===== src/rtl/kwd_pkg.sv =====
// Shared register addresses and configuration bit positions for the keyed watchdog.
// Assumes an 8-bit register file.
package kwd_pkg;
    typedef enum logic [2:0] {
        ADR_CFG  = 3'd0,
        ADR_TRLD = 3'd1,
        ADR_TCTL = 3'd2,
        ADR_CNT  = 3'd3,
        ADR_KEY  = 3'd4
    } kwd_addr_e;

    localparam int CFG_SRC_ZERO = 0;  // tick select
    localparam int CFG_KEY_MODE = 1;  // service style
    localparam int CFG_LK_LO    = 2;  // lock field low bit
    localparam int CFG_LK_HI    = 5;  // lock field high bit
    localparam int NUM_DREGS    = 3;  // reload, control, count
endpackage


===== src/rtl/kwd_tick_sel.sv =====
// Picks the decrement tick from the two timer signals and gates it with halt.
// Assumes both ticks are single-cycle pulses in the clk domain.
module kwd_tick_sel (
    input  logic src_zero,
    input  logic halt,
    input  logic tick_in,
    input  logic tick_zero,
    output logic tick
);
    // Select the tick source, then drop it while halted.
    always_comb begin
        tick = (src_zero ? tick_zero : tick_in) & ~halt;
    end
endmodule


===== src/rtl/kwd_regs.sv =====
// Register file. Holds the configuration register with its set-only lock field,
// plus three data registers. Gates accesses on power mode and locks.
// Assumes one access per cycle; reads are combinational.
module kwd_regs
    import kwd_pkg::*;
#(
    parameter int DATA_W = 8,
    parameter int ADDR_W = 3
) (
    input  logic              clk,
    input  logic              rst_n,
    input  logic [1:0]        pwr_mode,
    input  logic [ADDR_W-1:0] addr,
    input  logic              wr,
    input  logic [DATA_W-1:0] wdata,
    output logic [DATA_W-1:0] rdata,
    output logic              src_zero,
    output logic              key_mode,
    output logic [DATA_W-1:0] trld_q,
    output logic [DATA_W-1:0] tctl_q,
    output logic [DATA_W-1:0] cnt_reg_q,
    output logic              cnt_wr,
    output logic              key_wr
);
    localparam int LK_W = CFG_LK_HI - CFG_LK_LO + 1;

    logic [DATA_W-1:0]           cfg_q;
    logic [NUM_DREGS*DATA_W-1:0] dregs;
    logic [LK_W-1:0]             locks;
    logic                        active;
    logic                        cfg_ok;
    logic [NUM_DREGS-1:0]        dreg_ok;

    assign active = (pwr_mode == 2'd0);
    assign locks  = cfg_q[CFG_LK_HI:CFG_LK_LO];
    assign cfg_ok = wr && active && (addr == ADR_CFG) && !locks[0];

    // Configuration register: lock bits are OR-ed in, reserved bits stay zero.
    always_ff @(posedge clk) begin
        if (!rst_n) begin
            cfg_q <= '0;
        end else if (cfg_ok) begin
            cfg_q <= '0;
            cfg_q[CFG_SRC_ZERO] <= wdata[CFG_SRC_ZERO];
            cfg_q[CFG_KEY_MODE] <= wdata[CFG_KEY_MODE];
            cfg_q[CFG_LK_HI:CFG_LK_LO] <= locks | wdata[CFG_LK_HI:CFG_LK_LO];
        end
    end

    generate
        for (genvar i = 0; i < NUM_DREGS; i++) begin : g_dreg
            localparam logic [ADDR_W-1:0] MY_ADR = ADDR_W'(int'(ADR_TRLD) + i);
            logic [DATA_W-1:0] val_q;

            assign dreg_ok[i] = wr && active && (addr == MY_ADR) && !locks[i+1];

            // One data register, written only when unlocked and active.
            always_ff @(posedge clk) begin
                if (!rst_n) begin
                    val_q <= '0;
                end else if (dreg_ok[i]) begin
                    val_q <= wdata;
                end
            end

            assign dregs[i*DATA_W +: DATA_W] = val_q;
        end
    endgenerate

    assign src_zero  = cfg_q[CFG_SRC_ZERO];
    assign key_mode  = cfg_q[CFG_KEY_MODE];
    assign trld_q    = dregs[0 +: DATA_W];
    assign tctl_q    = dregs[DATA_W +: DATA_W];
    assign cnt_reg_q = dregs[2*DATA_W +: DATA_W];
    assign cnt_wr    = dreg_ok[2];
    assign key_wr    = wr && (addr == ADR_KEY);

    // Read mux: zero in low power, for locked registers and for the key register.
    always_comb begin
        rdata = '0;
        if (active) begin
            case (addr)
                ADR_CFG:  rdata = locks[0] ? '0 : cfg_q;
                ADR_TRLD: rdata = locks[1] ? '0 : trld_q;
                ADR_TCTL: rdata = locks[2] ? '0 : tctl_q;
                ADR_CNT:  rdata = locks[3] ? '0 : cnt_reg_q;
                default:  rdata = '0;
            endcase
        end
    end

    // no lock bit ever drops once set
    assert_lock_sticky_R9: assert property (@(posedge clk) disable iff (!rst_n)
        (|locks) |=> ((($past(locks)) & ~locks) == '0));

    // in low power, non-key writes leave all registers untouched
    assert_lowpower_block_R10: assert property (@(posedge clk) disable iff (!rst_n)
        (wr && !active && (addr != ADR_KEY)) |=> ($stable(cfg_q) && $stable(dregs)));
endmodule


===== src/rtl/kwd_counter.sv =====
// Watchdog down-counter with start, the two service styles, and sticky error detection.
// Assumes cnt_wr and key_wr are already qualified by locks and power mode.
module kwd_counter #(
    parameter int              CNT_W   = 8,
    parameter logic [CNT_W-1:0] KEY_VAL = 8'h5C
) (
    input  logic             clk,
    input  logic             rst_n,
    input  logic             tick,
    input  logic             key_mode,
    input  logic             cnt_wr,
    input  logic             key_wr,
    input  logic [CNT_W-1:0] wdata,
    input  logic [CNT_W-1:0] cnt_reg_q,
    output logic [CNT_W-1:0] count_q,
    output logic             running_q,
    output logic             err_q
);
    logic             stepped_q;
    logic             key_hit, key_bad, svc, start, early, late;
    logic [CNT_W-1:0] load_val;

    // Classify this cycle's writes and ticks.
    always_comb begin
        key_hit  = key_wr && (wdata == KEY_VAL);
        key_bad  = key_wr && key_mode && !key_hit;
        svc      = running_q && (key_mode ? key_hit : cnt_wr);
        start    = !running_q && (cnt_wr || key_wr);
        load_val = cnt_wr ? wdata : cnt_reg_q;
        early    = svc && !stepped_q;
        late     = running_q && tick && !svc && (count_q == '0);
    end

    // Count, reload and latch errors; everything freezes once an error is set.
    always_ff @(posedge clk) begin
        if (!rst_n) begin
            count_q   <= '0;
            running_q <= 1'b0;
            stepped_q <= 1'b0;
            err_q     <= 1'b0;
        end else if (!err_q) begin
            if (key_bad || early || late) begin
                err_q <= 1'b1;
            end
            if (start || svc) begin
                count_q   <= load_val;
                running_q <= 1'b1;
                stepped_q <= 1'b0;
            end else if (running_q && tick && (count_q != '0)) begin
                count_q   <= count_q - 1'b1;
                stepped_q <= 1'b1;
            end
        end
    end

    // error is sticky
    assert_err_sticky_R8: assert property (@(posedge clk) disable iff (!rst_n)
        err_q |=> err_q);

    // tick at zero without service gives an error
    assert_late_err_R6: assert property (@(posedge clk) disable iff (!rst_n)
        (running_q && tick && (count_q == '0) && !cnt_wr && !key_wr) |=> err_q);

    // with no tick and no write, the count holds
    assert_no_tick_hold_R11: assert property (@(posedge clk) disable iff (!rst_n)
        (!tick && !cnt_wr && !key_wr) |=> $stable(count_q));

    // service right after start or service gives an error
    assert_early_err_R7: assert property (@(posedge clk) disable iff (!rst_n)
        (running_q && !key_mode && cnt_wr && !stepped_q) |=> err_q);
endmodule


===== src/rtl/keyed_watchdog.sv =====
// Top level: register file, tick select and watchdog counter.
// Assumes reg_* accesses are synchronous to clk and the ticks are one-cycle pulses.
module keyed_watchdog #(
    parameter int              DATA_W  = 8,
    parameter int              ADDR_W  = 3,
    parameter logic [DATA_W-1:0] KEY_VAL = 8'h5C
) (
    input  logic              clk,
    input  logic              rst_n,
    input  logic              tick_in,
    input  logic              tick_zero,
    input  logic              halt,
    input  logic [1:0]        pwr_mode,
    input  logic [ADDR_W-1:0] reg_addr,
    input  logic              reg_wr,
    input  logic [DATA_W-1:0] reg_wdata,
    output logic [DATA_W-1:0] reg_rdata,
    output logic [DATA_W-1:0] timer_reload,
    output logic [DATA_W-1:0] timer_ctrl,
    output logic [DATA_W-1:0] wd_count,
    output logic              wd_running,
    output logic              wd_err
);
    logic              src_zero, key_mode, cnt_wr, key_wr, tick;
    logic [DATA_W-1:0] cnt_reg_q;

    kwd_regs #(.DATA_W(DATA_W), .ADDR_W(ADDR_W)) u_regs (
        .clk       (clk),
        .rst_n     (rst_n),
        .pwr_mode  (pwr_mode),
        .addr      (reg_addr),
        .wr        (reg_wr),
        .wdata     (reg_wdata),
        .rdata     (reg_rdata),
        .src_zero  (src_zero),
        .key_mode  (key_mode),
        .trld_q    (timer_reload),
        .tctl_q    (timer_ctrl),
        .cnt_reg_q (cnt_reg_q),
        .cnt_wr    (cnt_wr),
        .key_wr    (key_wr)
    );

    kwd_tick_sel u_tick (
        .src_zero  (src_zero),
        .halt      (halt),
        .tick_in   (tick_in),
        .tick_zero (tick_zero),
        .tick      (tick)
    );

    kwd_counter #(.CNT_W(DATA_W), .KEY_VAL(KEY_VAL)) u_cnt (
        .clk       (clk),
        .rst_n     (rst_n),
        .tick      (tick),
        .key_mode  (key_mode),
        .cnt_wr    (cnt_wr),
        .key_wr    (key_wr),
        .wdata     (reg_wdata),
        .cnt_reg_q (cnt_reg_q),
        .count_q   (wd_count),
        .running_q (wd_running),
        .err_q     (wd_err)
    );

    // once started the watchdog never stops
    assert_running_stays_R1: assert property (@(posedge clk) disable iff (!rst_n)
        wd_running |=> wd_running);
endmodule


===== config.mk =====
export PLATFORM = sky130hd
export DESIGN_NAME = keyed_watchdog
export DESIGN_NICKNAME = d
export VERILOG_FILES = /design/src/rtl/kwd_pkg.sv /design/src/rtl/kwd_tick_sel.sv /design/src/rtl/kwd_regs.sv /design/src/rtl/kwd_counter.sv /design/src/rtl/keyed_watchdog.sv
export SDC_FILE = /design/constraint.sdc
export NUM_CORES = 1
export LEC_CHECK = 0
export ABC_AREA = 1
export BUFFER_PORTS_ARGS = -buffer_cell sky130_fd_sc_hd__buf_2
export CORE_ASPECT_RATIO = 0.6
export CORE_UTILIZATION = 57
export CTS_BUF_LIST = sky130_fd_sc_hd__clkbuf_8 sky130_fd_sc_hd__clkbuf_16
export DETAILED_ROUTE_END_ITERATION = 16
export PLACE_DENSITY = 0.85
export SKIP_LAST_GASP = 1
export SLEW_MARGIN = 20
export SYNTH_ARGS = -nofsm -noshare
export SYNTH_HDL_FRONTEND = slang
export SYNTH_SLANG_ARGS = --single-unit

===== constraint.sdc =====
create_clock -name clk -period 2.7 [get_ports clk]
set_input_delay 0.27 -clock clk [delete_from_list [all_inputs] [get_ports clk]]
set_output_delay 0.27 -clock clk [all_outputs]
set_load 0.01 [all_outputs]

Word-level counts from Yosys, hierarchy flattened
Cells that the tools add are included.

word-level totals
  output and inout bits = 34
  bits in registers = 41
  input bits = 19
  logic and storage cells = 72

cells by class
  bitwise operators = 4
  $add $sub $neg = 1
  equality and inequality tests = 5
  multiplexer cells = 15
  reductions and logical operators = 39

operator list
  operator                                          number
  2-to-1 mux 8 bit                                  7
  one-hot mux 8 bit (4 select lines)                1
  logical AND 1 bit                                 20
  == test 8 x 7 -> 1 bit, second input constant     1
  zero test 1 bit                                   8
  zero test 8 bit                                   1
  nonzero test 8 bit                                1
  subtractor 8 x 1 -> 8 bit, second input constant  1
  == test 3 x 2 -> 1 bit, second input constant     2
  2-to-1 mux 1 bit                                  6
  2-to-1 mux 6 bit                                  1
  logical OR 1 bit                                  4
  OR 4 bit                                          1
  AND reduction 2 bit                               2
  == test 3 x 1 -> 1 bit, second input constant     1
  == test 3 bit, second input constant              1
  zero test 3 bit                                   1
  zero test 2 bit                                   1
  inverter 1 bit                                    2
  nonzero test 2 bit                                1
  bitwise AND 1 bit                                 1

Longest topological paths before layout
Gate-level depths: netlist of run 1.

  depth in word-level cells = 12
  gate-level depth with buffers = 12
  depth with buffers taken out = 11

By module
A second synthesis of run 1 with hierarchy kept.

second synthesis, totals
  cells, all modules = 421
  area total of the unflattened synthesis = 2551.2 µm²

by module, submodules not included
  module        times used  seq. area each (µm²)  area each (µm²)  cells an instance
  kwd_regs      1           600.6                 1617.8           270
  kwd_counter   1           220.2                 908.4            145
  kwd_tick_sel  1           0.0                   25.0             6

Least setup slack after synthesis of run 1
No wires, ideal clock.

  path type = input to register
  start = input pwr_mode[0]
  end = register u_cnt.count_q[0]
  path buffers = 1
  cell stages on the path = 11
  setup time = 0.113 ns
  arrival = 1.333 ns
  required time = 2.587 ns
  setup slack = 1.255 ns
  cell sequence = inv_1 > nand2_1 > nor2_4 > nand2_4 > nand2_2 > nand2_2 > nand3_2 > nand2_4 > buf_6 > nor2_1 > nor2_1

on the way
  cells in the longest elaborated chain, start to end = 9
  elaborated cells between the ends (all ways) = 13
  classes of those cells = mux: 3; reduce/logical: 10

RTL lines
  item                                                         RTL line                              text
  start, declared                                              keyed_watchdog.sv:13                  input logic [1:0] pwr_mode,
  zero test 2 bit (*)                                          kwd_regs.sv:34                        assign active = (pwr_mode == 2'd0);
  logical AND 1 bit (*) (3 in series)                          kwd_regs.sv:55                        assign dreg_ok[i] = wr && active && (addr == MY_ADR) && !locks[i+1];
  2-to-1 mux 1 bit / logical OR 1 bit (equally long branches)  kwd_counter.sv:27, kwd_counter.sv:28
  logical AND 1 bit (on tied branches)                         kwd_counter.sv:27, kwd_counter.sv:28
  logical OR 1 bit                                             kwd_counter.sv:45                     if (start || svc) begin
  nonzero test 2 bit (no line)                                 n/a
  AND reduction 2 bit (no line)                                n/a
  end signal, assigned                                         kwd_counter.sv:46                     count_q <= load_val;
  end signal, assigned                                         kwd_counter.sv:50                     count_q <= count_q - 1'b1;
  end, declared                                                kwd_counter.sv:15                     output logic [CNT_W-1:0] count_q,

Every way passes the cells marked *; elsewhere a longest branch is shown, timed or not.
A chain may end at the register's enable or synchronous reset.

Worst setup path after layout of run 1
  start = register u_regs.cfg_q[5]
  end = output reg_rdata[4]

on the way
  cells in the longest elaborated chain, start to end = 3

RTL lines
  item                                RTL line              text
  start, declared                     kwd_regs.sv:27        logic [DATA_W-1:0] cfg_q;
  start signal, assigned by index     kwd_regs.sv:44        cfg_q[CFG_SRC_ZERO] <= wdata[CFG_SRC_ZERO];
  start signal, assigned by index     kwd_regs.sv:45        cfg_q[CFG_KEY_MODE] <= wdata[CFG_KEY_MODE];
  start signal, assigned by index     kwd_regs.sv:46        cfg_q[CFG_LK_HI:CFG_LK_LO] <= locks | wdata[CFG_LK_HI:CFG_LK_LO];
  2-to-1 mux 8 bit                    kwd_regs.sv:86        ADR_CNT: rdata = locks[3] ? '0 : cnt_reg_q;
  one-hot mux 8 bit (4 select lines)  kwd_regs.sv:82        case (addr)
  2-to-1 mux 8 bit                    kwd_regs.sv:81        if (active) begin
  end, declared                       keyed_watchdog.sv:17  output logic [DATA_W-1:0] reg_rdata,

No other way between the ends.

==> metrics, run 1 <==
pin count of the biggest net entering global routing 29; first-pass iteration count of the detailed router 5; Synth Cell Area 2210 um^2; Avg Synthesized Cell Area 6.66 um^2; global-route wire length before repair between 9000 and 10000 um; Synth Net Count 353; initial antenna violation count 0; vias in the first global route between 1500 and 2000; DRC 0; Routed wire per std cell 13.6 um; fin cells between 400 and 500; Max Clock Freq 496 MHz; Post-CTS Setup Inserts 0; Fill cells 328; H-tree levels 2; Critical Path End Type output port; R2R Path Start u_regs.cfg_q[5]; Pleak 1.38 nW; Starting DRT DRC Count between 200 and 300; Cells after Synth 332; post-layout util 70.0%; ant diodes 0; gpl congestion 0.958; Via Count ~2300; # placed instances roughly 420; clk_lat worst skew 0.30 ns; hold path cells 3; setup_tns 0 ns; I/O pins 53; most frequent cells in the layout nand2_1, nor2_1, inv_1, buf_2, dfxtp_1; Clock Sink Count around 40; delay-heaviest family, CP simple AND/OR/NAND/NOR gates; Initial Utilization 59.8%; gr usage total around 31%; max cap viols 0; Worst-Margin Slew about 0.80 ns; worst-path fanout max 5; cell area power density approximately 520 nW/um^2; CP bufs+invs 3; status complete, no violations; Reg2Reg Setup Slack approximately 0.90 ns; crit path kind reg2out; Yosys warnings 0; Cell Chain, Critical Path inv_1 > nand2_1 > nor2_4 > inv_1 > o21ai_0 > a221oi_1 > nor2_1 > buf_2; P&R area growth vs syn 17.1%; Detail Route Antenna Nets 0; Hold EP u_regs.cfg_q[5]; hold crit path type in2reg; post-layout min period 2.02 ns; drt via density 5.39; FF-to-FF End u_cnt.count_q[6]; Die Wd just over 80 um; synthesized flop and latch total between 40 and 50; CTS tree done; CP peak stage delay ~0.34 ns; Tot Pwr 1.36 mW; nets@finish just over 400; Yosys cell types 28; Pins Over Slew Limit 0; Seq/Total Area, Yosys between 30% and 40%; DRT Wirelength 5840 um; Hold Slack 0.271 ns; Row Count 17; die height 50.3 um; worst endpoint required time 2.43 ns; worst vdd ir 0.335 mV; commonest non-fill, non-tap cell in the layout nand2_1; FF-to-FF path depth 11; Fin. Hold Viols 0; post-DP HPWL 4300 um; Post-Route Skew 0.00272 ns; clock tree buffer depth 2; setup violators final 0; hold-fix buffer count after cts 0; total grt overflow 0; PostCTS Resize Cnt 0; hold_sp reg_wdata[5]; WP data arrival 1.75 ns; most frequent CP cell inv_1; Reg clk slew, reported paths 0.08 ns; Die ar. 4140 um^2; input/output buffers 52; RSZ-0062 raised after global routing false; final worst path period share 74.7%; Crit-path slowest cell dfxtp_1; CTS Buf Count 5; Core Area about 3700 um^2; Worst setup SP type register; clock root buffer clkbuf_8; share of layout cells above drive strength 1 19.3%; Slew headroom 46.7%
==> kinds of logic (layout without fill, tap and decap cells) <==
kind of cell / Yosys count / after routing / share of synthesized area (%)
buffers and inverters: 64 / 115 / 11.9
flip-flops: 41 / 41 / 37.1
AND/OR/NAND/NOR: 160 / 160 / 31.7
adder cells (fa/ha/maj): 2 / 2 / 1.13
AO/OA/AOI/OAI: 60 / 60 / 16.2
XOR/XNOR: 5 / 5 / 1.98
==> report_power, final <==
part           internal, mW  switching, mW
sequential            0.618        0.00873
combinational        0.0732          0.133
clock                 0.298          0.225
total                 0.989          0.367
==> registers in the layout, indices dropped and copies added, names as in the netlist <==
name	cells
u_cnt.count_q	8
u_regs.cnt_reg_q	8
u_regs.tctl_q	8
u_regs.trld_q	8
u_regs.cfg_q	6
u_cnt.err_q	1
u_cnt.running_q	1
u_cnt.stepped_q	1
==> Yosys cell counts, drive strengths merged <==
master	n	share of area, %
a21oi	17	4.4
a221oi	5	2.0
a22oi	3	1.0
a31oi	1	0.28
buf	6	2.0
clkbuf	3	0.51
dfxtp	41	37
ha	2	1.1
inv	55	9.3
nand2	81	15
nand3	14	3.4
nand3b	1	0.34
nand4	2	0.57
nor2	59	11
nor3	1	0.23
nor4	1	0.96
o21a	8	2.7
o21ai	26	5.9
or2	1	0.28
xor2	5	2.0
==> layer usage <==
metal / global-route usage (%) / wire (um)
met1: 48.1 / 2880
met2: 41.3 / 2280
met3: 6.73 / 610
met4: 9.94 / 73
met5: 0 / 0
==> worst max-delay path by stage <==
stage | to | cells past startpoint | startpoint | slack (ns)
after detailed placement | u_regs.tctl_q[3] | 9 | pwr_mode[0] | 0.64
after global placement | u_regs.tctl_q[4] | 9 | pwr_mode[0] | 0.70
after CTS | reg_rdata[3] | 8 | u_regs.cfg_q[5] | 0.74
final | reg_rdata[4] | 8 | u_regs.cfg_q[5] | 0.68
after global routing | reg_rdata[4] | 8 | u_regs.cfg_q[5] | 0.58
after floorplan | u_cnt.count_q[0] | 11 | pwr_mode[0] | 1.25
==> area by class of cell <==
type | count | area, um^2 | area share, %
Inverter | 55 | 206 | 7.97
Multi-Input combinational cell | 227 | 1130 | 43.6
Tap cell | 47 | 58.8 | 2.27
Clock inverter | 2 | 33.8 | 1.30
Clock buffer | 6 | 82.6 | 3.19
Sequential cell | 41 | 821 | 31.7
Timing Repair Buffer | 52 | 260 | 10.0
==> tightest hold or removal path, delay by kind of cell <==
kind	cells	cell delay, ns
buffers and inverters	1	0.14
AO/OA/AOI/OAI	1	0.05
AND/OR/NAND/NOR	1	0.07
==> stage by stage <==
stage / setup slack [ns] / cell area (um^2)
after floorplan: 1.25 / 2210
after global placement: 0.695 / 2470
after detailed placement: 0.641 / 2470
after CTS: 0.744 / 2590
after global routing: 0.579 / 2590
final: 0.684 / 2590
Note: power is estimated with default switching activity, not from simulation.
==> inputs of run 2 (changes only) <==
CORE_UTILIZATION = 48   (was 57)
PLACE_DENSITY = 0.77   (was 0.85)
clock period = 1.7 ns   (was 2.7 ns; I/O delays follow)
==> run 2 against run 1 <==
Compared with the run above:
- combinational power increased by 83%
- worst setup slack got worse by 0.65 ns
- critical path depth unchanged
- final area increased by 8.8%
- first-iteration DRC count decreased by 47%
- clock skew increased by 0.0041 ns
- total power increased by 54%
- via count increased by 2.4%
- sequential share of layout area decreased by 2.3 points
- clock power increased by 36%
- die area increased by 18%
- core utilization decreased by 3.8 points
- critical path type unchanged
==> metrics, run 2 (synthesis results as in run 1) <==
nets@finish 421; post-DP HPWL 4460 um; vias in the first global route 1923; CTS Buf Count 5; input/output buffers 52; CTS tree done; Die ar. 4890 um^2; Via Count 2373; Post-Place Setup Slack 0.0731 ns; R2R Path Start u_cnt.count_q[4]; CP peak stage delay between 0.3 and 0.4 ns; commonest non-fill, non-tap cell in the layout nand2_1; RSZ-0062 raised after global routing true; Core Area 4260 um^2; FF-to-FF End u_cnt.count_q[2]; Cell Chain, Critical Path inv_2 > nand2_2 > nor2_4 > inv_2 > o21ai_1 > a221oi_2 > nor2_1 > buf_2; setup_tns 0 ns; Slew headroom 70.6%; Starting DRT DRC Count 150; worst-path fanout max 5; Reg2Reg Setup Slack around 0.050 ns; Critical Path End Type output port; die height 54.6 um; P&R area growth vs syn 27.5%; clock tree buffer depth 2; clock root buffer clkbuf_8; Row Count 18; Die Wd between 80 and 90 um; most frequent cells in the layout nand2_1, nor2_1, buf_2, inv_1, dfxtp_1; Reg clk slew, reported paths 0.08 ns; worst vdd ir 0.475 mV; initial antenna violation count 0; ant diodes 0; max cap viols 0; most frequent CP cell inv_2; hold crit path type in2reg; worst endpoint required time 1.53 ns; Initial Utilization between 50 and 60%; final worst path period share a little under 100%; setup violators final 0; crit path kind reg2out; gpl congestion 0.883; Fill cells 380; WP data arrival 1.49 ns; fin worst setup slack 0.0385 ns; cell area power density ~740 nW/um^2; Worst setup SP type register; crit path from u_regs.cfg_q[5]; status complete, no violations; crit path to reg_rdata[4]; Pins Over Slew Limit 0; Post-Route Skew 0.00685 ns; drt via density around 5; H-tree levels 2; global-route wire length before repair 9170 um; share of layout cells above drive strength 1 27.2%; pin count of the biggest net entering global routing 17; FF-to-FF path depth 10; Worst-Margin Slew 0.440 ns; DRC 0; Max Clock Freq 602 MHz; Detail Route Antenna Nets 0; Clock Sink Count 41; first-pass iteration count of the detailed router 4; Pleak 1.46 nW; DRT Wirelength 6310 um; clk_lat worst skew 0.29 ns; gr usage total 25.8%; Fin. Hold Viols 0; post-layout min period ~1.7 ns; I/O pins 53; Routed wire per std cell 13.7 um; Crit-path slowest cell dfxtp_2; total grt overflow 0
==> run 2: cell types whose count changed in the layout (fill, tap and decap cells not counted), sizes merged <==
cell,change
buf,+16
nand2,+2
bufinv,-1
clkbuf,+1
clkinv,+1
inv,-1
==> run 2: area by class of cell <==
type / instances / area [um^2] / area share [%]
repair buffers: 68 / 384 / 13.6
clock inverters: 1 / 5.00 / 0.177
multi-input cells: 229 / 1230 / 43.5
clock buffers: 7 / 96.3 / 3.42
flip-flops and latches: 41 / 827 / 29.3
well taps: 60 / 75.1 / 2.66
inverters: 55 / 206 / 7.32
==> run 2: stage by stage <==
step	util [%]	area, um^2	instances	hold slack [ns]	power (mW)
after floorplan	-	2210	332	0.305	1.24
after global placement	59.9	2550	443	0.470	1.34
after detailed placement	59.9	2550	443	0.471	1.34
after CTS	63.1	2690	454	0.169	2.04
after global routing	66.3	2820	461	0.161	2.18
final	66.3	2820	461	0.173	2.08
==> run 2: worst min-delay path by stage <==
stage / start / depth (start not counted) / slack (ns) / endpoint
after CTS: reg_wdata[5] / 3 / 0.17 / u_regs.cfg_q[5]
final: reg_wdata[5] / 3 / 0.17 / u_regs.cfg_q[5]
after floorplan: reg_wdata[2] / 2 / 0.30 / u_regs.tctl_q[2]
after detailed placement: u_regs.cfg_q[4] / 2 / 0.47 / u_regs.cfg_q[4]
after global placement: reg_wdata[6] / 3 / 0.47 / u_regs.tctl_q[6]
after global routing: reg_wdata[5] / 3 / 0.16 / u_regs.cfg_q[5]
==> run 2: worst max-delay path: cells and delay by family (launching register included) <==
family / cells / cell delay (ns)
compound gates: 2 / 0.30
buf+inv: 3 / 0.28
simple gates: 3 / 0.28
flops: 1 / 0.33
==> run 2: power by group <==
group / total, mW / internal [mW] / switching (mW)
logic: 0.376 / 0.144 / 0.231
clock network: 0.713 / 0.367 / 0.345
registers: 0.994 / 0.980 / 0.0135
==> run 2: what timing repair did <==
action / 4_1_cts / 5_1_grt
resized for setup: 7 / 21
endpoints found under the hold margin: 0 / 0
endpoints found under the setup margin: 8 / 16
pin swaps: 2 / 7
cloned: 0 / 2
setup buffers: 3 / 5
hold buffers: 0 / 0
==> run 2: layer usage <==
metal / track usage (%) / share of wire (%) / up-vias
met4: 6.35 / 0.71 / 0
met1: 38.3 / 51 / 1088
met5: 0 / 0 / -
li1: - / - / 1180
met3: 6.18 / 8.5 / 4
met2: 37.1 / 40 / 101
